### config.mk
export PLATFORM = sky130hd
export DESIGN_NAME = slice_pipe_adder
export DESIGN_NICKNAME = d
export VERILOG_FILES = /design/src/rtl/spa_pkg.sv /design/src/rtl/spa_delay_line.sv /design/src/rtl/spa_slice_add.sv /design/src/rtl/spa_valid_pipe.sv /design/src/rtl/slice_pipe_adder.sv
export SDC_FILE = /design/constraint.sdc
export NUM_CORES = 1
export LEC_CHECK = 0
export ABC_AREA = 1
export BUFFER_PORTS_ARGS = -buffer_cell sky130_fd_sc_hd__buf_2
export CORE_UTILIZATION = 50
export CTS_CLUSTER_SIZE = 20
export DETAILED_ROUTE_END_ITERATION = 16
export GPL_TIMING_DRIVEN = 0
export HOLD_SLACK_MARGIN = 0.06
export PLACE_DENSITY = 0.73
export SLEW_MARGIN = 15
export SYNTH_ARGS = -nofsm -noshare
export SYNTH_HDL_FRONTEND = slang
export SYNTH_HIERARCHICAL = 1
export SYNTH_SLANG_ARGS = --single-unit
### constraint.sdc
create_clock -name clk -period 2.9 [get_ports clk]
set_input_delay 0.145 -clock clk [delete_from_list [all_inputs] [get_ports clk]]
set_output_delay 0.145 -clock clk [all_outputs]
set_load 0.005 [all_outputs]
### src/rtl/spa_pkg.sv
package spa_pkg;
  // Number of slice stages for a given word and slice width.
  function automatic int unsigned stage_count(input int unsigned width,
                                              input int unsigned slice_w);
    return width / slice_w;
  endfunction
endpackage

### src/rtl/spa_delay_line.sv
module spa_delay_line #(
  parameter int unsigned WIDTH = 12,
  parameter int unsigned DEPTH = 1
) (
  input  logic             clk,
  input  logic             en,
  input  logic [WIDTH-1:0] d,
  output logic [WIDTH-1:0] q
);
  logic [WIDTH-1:0] tap [DEPTH];

  always_ff @(posedge clk) begin
    if (en) begin
      tap[0] <= d;
      for (int i = 1; i < DEPTH; i++) tap[i] <= tap[i-1];
    end
  end

  assign q = tap[DEPTH-1];
endmodule

### src/rtl/spa_slice_add.sv
module spa_slice_add #(
  parameter int unsigned SW = 6
) (
  input  logic          clk,
  input  logic          en,
  input  logic [SW-1:0] a,
  input  logic [SW-1:0] b,
  input  logic          ci,
  output logic [SW-1:0] s,
  output logic          co
);
  logic [SW:0] total;

  assign total = {1'b0, a} + {1'b0, b} + {{SW{1'b0}}, ci};

  always_ff @(posedge clk) begin
    if (en) begin
      s  <= total[SW-1:0];
      co <= total[SW];
    end
  end
endmodule

### src/rtl/spa_valid_pipe.sv
module spa_valid_pipe #(
  parameter int unsigned DEPTH = 3
) (
  input  logic clk,
  input  logic rst,
  input  logic en,
  input  logic vin,
  output logic vout
);
  logic [DEPTH-1:0] stage_v;

  always_ff @(posedge clk) begin
    if (rst) begin
      stage_v <= '0;
    end else if (en) begin
      stage_v[0] <= vin;
      for (int i = 1; i < DEPTH; i++) stage_v[i] <= stage_v[i-1];
    end
  end

  assign vout = stage_v[DEPTH-1];


  valid_cleared_chk: assert property (@(posedge clk) disable iff (rst)
    $fell(rst) |-> (stage_v == '0));
endmodule

### src/rtl/slice_pipe_adder.sv
module slice_pipe_adder #(
  parameter int unsigned WIDTH   = 18,
  parameter int unsigned SLICE_W = 6
) (
  input  logic             clk,
  input  logic             rst,
  input  logic             in_valid,
  output logic             in_ready,
  input  logic [WIDTH-1:0] in_a,
  input  logic [WIDTH-1:0] in_b,
  input  logic             in_carry,
  output logic             out_valid,
  input  logic             out_ready,
  output logic [WIDTH-1:0] out_sum,
  output logic             out_carry
);
  localparam int unsigned S     = spa_pkg::stage_count(WIDTH, SLICE_W);
  localparam int unsigned OCC_W = $clog2(S + 2);

  logic       adv;
  logic [S:1] cy;

  // One enable for every stage: move when the output slot is free or taken.
  assign adv      = !out_valid || out_ready;
  assign in_ready = adv;

  spa_valid_pipe #(.DEPTH(S)) u_vpipe (
    .clk  (clk),
    .rst  (rst),
    .en   (adv),
    .vin  (in_valid),
    .vout (out_valid)
  );

  for (genvar k = 0; k < S; k++) begin : g_slice
    logic [SLICE_W-1:0] a_k;
    logic [SLICE_W-1:0] b_k;
    logic               ci_k;
    logic [SLICE_W-1:0] s_k;
    logic [SLICE_W-1:0] s_al;

    if (k == 0) begin : g_head
      assign a_k  = in_a[SLICE_W-1:0];
      assign b_k  = in_b[SLICE_W-1:0];
      assign ci_k = in_carry;
    end else begin : g_skew
      logic [2*SLICE_W-1:0] ab_d;
      spa_delay_line #(.WIDTH(2*SLICE_W), .DEPTH(k)) u_skew (
        .clk (clk),
        .en  (adv),
        .d   ({in_b[k*SLICE_W +: SLICE_W], in_a[k*SLICE_W +: SLICE_W]}),
        .q   (ab_d)
      );
      assign a_k  = ab_d[SLICE_W-1:0];
      assign b_k  = ab_d[2*SLICE_W-1:SLICE_W];
      assign ci_k = cy[k];
    end

    spa_slice_add #(.SW(SLICE_W)) u_add (
      .clk (clk),
      .en  (adv),
      .a   (a_k),
      .b   (b_k),
      .ci  (ci_k),
      .s   (s_k),
      .co  (cy[k+1])
    );

    if (k == S - 1) begin : g_last
      assign s_al = s_k;
    end else begin : g_deskew
      spa_delay_line #(.WIDTH(SLICE_W), .DEPTH(S - 1 - k)) u_deskew (
        .clk (clk),
        .en  (adv),
        .d   (s_k),
        .q   (s_al)
      );
    end

    assign out_sum[k*SLICE_W +: SLICE_W] = s_al;
  end

  assign out_carry = cy[S];

  // Occupancy tracker used only by the checks below.
  logic [OCC_W-1:0] occ;
  logic             fire_in;
  logic             fire_out;
  assign fire_in  = in_valid && in_ready;
  assign fire_out = out_valid && out_ready;

  always_ff @(posedge clk) begin
    if (rst) occ <= '0;
    else if (fire_in && !fire_out) occ <= occ + 1'b1;
    else if (!fire_in && fire_out) occ <= occ - 1'b1;
  end


  stall_hold_chk: assert property (@(posedge clk) disable iff (rst)
    (out_valid && !out_ready) |=> (out_valid && $stable(out_sum) && $stable(out_carry)));


  occ_bound_chk: assert property (@(posedge clk) disable iff (rst)
    occ <= OCC_W'(S));


  out_backed_chk: assert property (@(posedge clk) disable iff (rst)
    out_valid |-> (occ != '0));


  frozen_input_chk: assert property (@(posedge clk) disable iff (rst)
    !in_ready |=> out_valid);
endmodule

==> summary.md <==
| Metric | Value |
|---|---|
| Commonest non-fill, non-tap cell in the layout | `edfxtp_1` |
| Maximum operating frequency | `between 0.5 and 0.6 GHz` |
| Portion of total power attributed to sequential cells | `0.550` |
| Required time of the worst setup path | `2.99 ns` |
| Run status | `completed` |
| Final Skew | `approximately 0.012 ns` |
| Remaining design rule violation count | `0` |
| Global-route congestion overflow total | `0` |
| Crit share post-route | `0.6170` |
| Number of cell instances on the worst register-to-register path | `7` |
| Internal power component | `0.002137 W` |
| Number of max-cap violations | `0` |
| Area of the core region | `6096 um2` |
| Largest fanout of any net on the critical path | `2` |
| DRT antenna net count | `0` |
| Peak supply drop | `0.3652 mV` |
| Worst Max-Slew Pin Slew | `0.3532 ns` |
| Commonest cells after routing, fill and taps aside | `edfxtp_1 (75), buf_2 (61), nand2_1 (36)` |
| Max-slew violation count | `0` |
| Number of antenna violations at the first check in global routing | `0` |
| Number of register bits inferred by synthesis | `78` |
| Pre-CTS setup slack | `1.096 ns` |
| Startpoint type of the worst setup path | `flip-flop` |
| Post-Syn Area per Cell | `14.61 um2` |
| Synth Area in Adders | `0.09491` |
| Worst hold path type | `input pin to flip-flop` |
| Area enclosed by the die boundary | `6812 um2` |
| Worst Path Buf+Inv | `2` |
| Number of standard-cell rows in the floorplan | `28` |
| Number of iterations in the first detailed-routing pass | `4` |
| Worst slew margin relative to its limit | `0.7643` |
| Reg-to-Reg Start | `g_slice[2].g_skew.u_skew/tap[0][12]$_DFFE_PP_` |
| Synthesis Warnings | `6` |
| Fin util | `0.6782` |
| Gr usage total | `0.1533` |
| Post-detail-place hpwl | `3053 um` |
| Power density relative to cell area | `657.3 nW/um2` |
| Crit path capture type | `flip-flop` |
| Initial drt markers | `71` |
| Sw Share | `0.2136` |
| Clock latency at the later pin of the worst-skew pair | `0.34 ns` |
| Hold Crit Endpoint | `u_vpipe/stage_v[0]$_SDFFE_PP0P_` |
| Post-synthesis share of cell area spent on xor and xnor gates | `0.02431` |
| Leakage power total | `1.872 nW` |
| Multiplexer fraction of the synthesized cell area | `0` |
| Sequential cell area | `2312 um2` |
| Combinational fraction of design power | `0.142` |
| Total of endpoints with negative setup slack in the final report | `0` |
| Worst hold path depth | `5` |
| CTS buffer count | `9` |
| Ordered list of cells on the worst path | `buf_4, fa_1, inv_1, fa_1, nand3b_1, nand2_1, xor2_1` |
| Footprint of the multi-input gates | `694.4 um2` |
| Final estimated routing congestion in global placement | `around 0.77` |
| Cell count after synthesis | `222` |
| Detailed-route wire length | `4675 um` |
| Port Buf Inserts | `61` |
| Category of the most critical setup path | `flip-flop to flip-flop` |
| Fraction of final layout cells sized beyond drive strength 1 | `0.3015` |
| Sum of negative setup slack | `0 ns` |
| Pin count of the biggest net entering global routing | `60` |
| Clock-pin slew of the registers on the worst-case setup and hold paths | `0.07 ns` |
| Compound-gate portion of the synthesized area | `0.01389` |
| Via-per-instance ratio | `4.580` |
| Most prevalent standard cell on the critical path | `fa_1` |
| Signed area change from the synthesized netlist to the final layout | `27.47%` |
| Count of cell types in the netlist | `15` |
| Number of ports placed on the die boundary | `62` |
| Post-Layout Cell Count | `400` |
| Mapped Nets | `284` |
| Setup slack on the worst flop-to-flop path | `1.11 ns` |
| Source of the worst hold timing path | `in_valid` |
| Final net count | `between 300 and 400` |
| Floorplan die height | `82.54 um` |
| Cell Area, Synth | `3243 um2` |
| Number of global-route vias before repair | `1827` |
| Data arrival time of the worst path | `1.88 ns` |
| Hold Fails Final Rpt | `0` |
| TritonCTS clock tree | `built` |
| Routed wirelength normalized by instance count | `11.69 um` |
| Delay of the slowest cell on the worst path | `around 0.43 ns` |
| Unrepaired setup endpoints after global routing | `no` |
| Global-route wire length before repair | `between 7000 and 8000 um` |
| Root Driver | `clkbuf_8` |
| FILL cells | `475` |
| Slowest cell on the critical path | `fa_1` |
| Starting density of the core | `0.5320` |
| Worst-case clock buffer depth | `2` |
| Combinational family with the most area after synthesis | `adder cells` |
| Clk pwr share | `0.309` |
| Total net switching power | `0.0005805 W` |
| Cell family with the largest share of critical-path delay | `adder cells` |
| Sequential area share after synthesis | `0.7130` |
| # H-tree levels | `3` |
| X dimension of the die | `82.54 um` |
| N_diodes | `0` |
| Number of clock sinks seen by CTS | `78` |
| Power consumption | `0.002717 W` |
| Minimum clock period | `about 1.8 ns` |
| # placed instances | `359` |
| Simple-gate share of the synthesized area | `0.07870` |
| Post-route worst setup slack | `1.111 ns` |
| Total vias in the final route | `approximately 1800` |
| Worst r2r dst | `g_slice[2].u_add/s[4]$_DFFE_PP_` |
[cell usage after synthesis, drive strengths merged]
library cell,n,area (um2)
ha,15,187.7
nand3,9,60.06
nand3b,3,22.52
xor2,3,26.28
edfxtp,75,2252
fa,6,120.1
clkinv,3,11.26
buf,18,135.1
a21oi,9,45.04
nor2,9,33.78
inv,26,97.59
xnor2,6,52.55
nand2,37,138.9
dfxtp,3,60.06
[power by group through the flow]
stage          Combinational (W)  Sequential, W  Clock (W)
5_1_grt                 0.000438        0.00152   0.000896
3_3_place_gp            0.000343        0.00151          0
4_1_cts                 0.000389        0.00150   0.000862
3_5_place_dp            0.000361        0.00152          0
6_report                0.000385        0.00149   0.000838
2_1_floorplan           0.000211        0.00152          0
[cells by family after synthesis]
family / Yosys count
XOR/XNOR: 9
AND/OR/NAND/NOR: 58
flip-flops: 78
adder cells (fa/ha/maj): 21
buffers and inverters: 47
AO/OA/AOI/OAI: 9
[cell type report]
| cell class | count | share of cell area |
|---|---|---|
| Clock buffer | 11 | 0.03178 |
| Tap cell | 75 | 0.02270 |
| Inverter | 29 | 0.02633 |
| Sequential cell | 78 | 0.5593 |
| Buffer | 18 | 0.03269 |
| Timing Repair Buffer | 87 | 0.1410 |
| Multi-Input combinational cell | 97 | 0.1680 |
| Clock inverter | 5 | 0.01816 |
[per-stage QoR]
step	hold slack (ns)	instance area (um2)
2_1_floorplan	0.2439	3243
3_3_place_gp	0.3209	3642
3_5_place_dp	0.3231	3677
4_1_cts	0.08575	4134
5_1_grt	0.1464	4134
6_report	0.09566	4134
[layer usage]
metal  up-vias  track usage  routed length [um]
li1        938            -                   -
met1       841       0.1460                1762
met2        40       0.2926                2596
met3        13      0.03077                 147
met4         0       0.1034                 168
met5         -            0                   0
[worst min-delay path, delay by kind of cell]
kind | cells | cell delay (ns)
buf+inv | 2 | 0.10
simple gates | 3 | 0.15
[state kept, by name, summed over array words and instances, names as in the netlist]
| signal | cells |
|---|---|
| g_slice.g_skew.u_skew/tap | 36 |
| g_slice.u_add/co | 3 |
| u_vpipe/stage_v | 3 |
| g_slice.u_add/s | 18 |
| g_slice.g_deskew.u_deskew/tap | 18 |
[how the worst max path moves through the flow]
stage	from	endpoint	slack, ns	cells past startpoint
global route	g_slice[2].g_skew.u_skew/tap[0][12]$_DFFE_PP_	g_slice[2].u_add/s[4]$_DFFE_PP_	0.99	7
finish	g_slice[2].g_skew.u_skew/tap[0][12]$_DFFE_PP_	g_slice[2].u_add/s[4]$_DFFE_PP_	1.11	7
CTS	g_slice[1].g_skew.u_skew/tap[0][0]$_DFFE_PP_	g_slice[1].u_add/co$_DFFE_PP_	1.08	7
global placement	u_vpipe/stage_v[2]$_SDFFE_PP0P_	in_ready	-0.17	2
floorplan	u_vpipe/stage_v[2]$_SDFFE_PP0P_	g_slice[0].g_deskew.u_deskew/tap[0][0]$_DFFE_PP_	0.41	1
detailed placement	g_slice[1].g_skew.u_skew/tap[0][0]$_DFFE_PP_	g_slice[1].u_add/co$_DFFE_PP_	1.10	7
[repair_timing]
action,in CTS,in global routing
hold buffers,25,0
resized for setup,0,0
endpoints found under the hold margin,27,0
buffers inserted,0,0
Note: power is estimated with default switching activity, not from simulation.
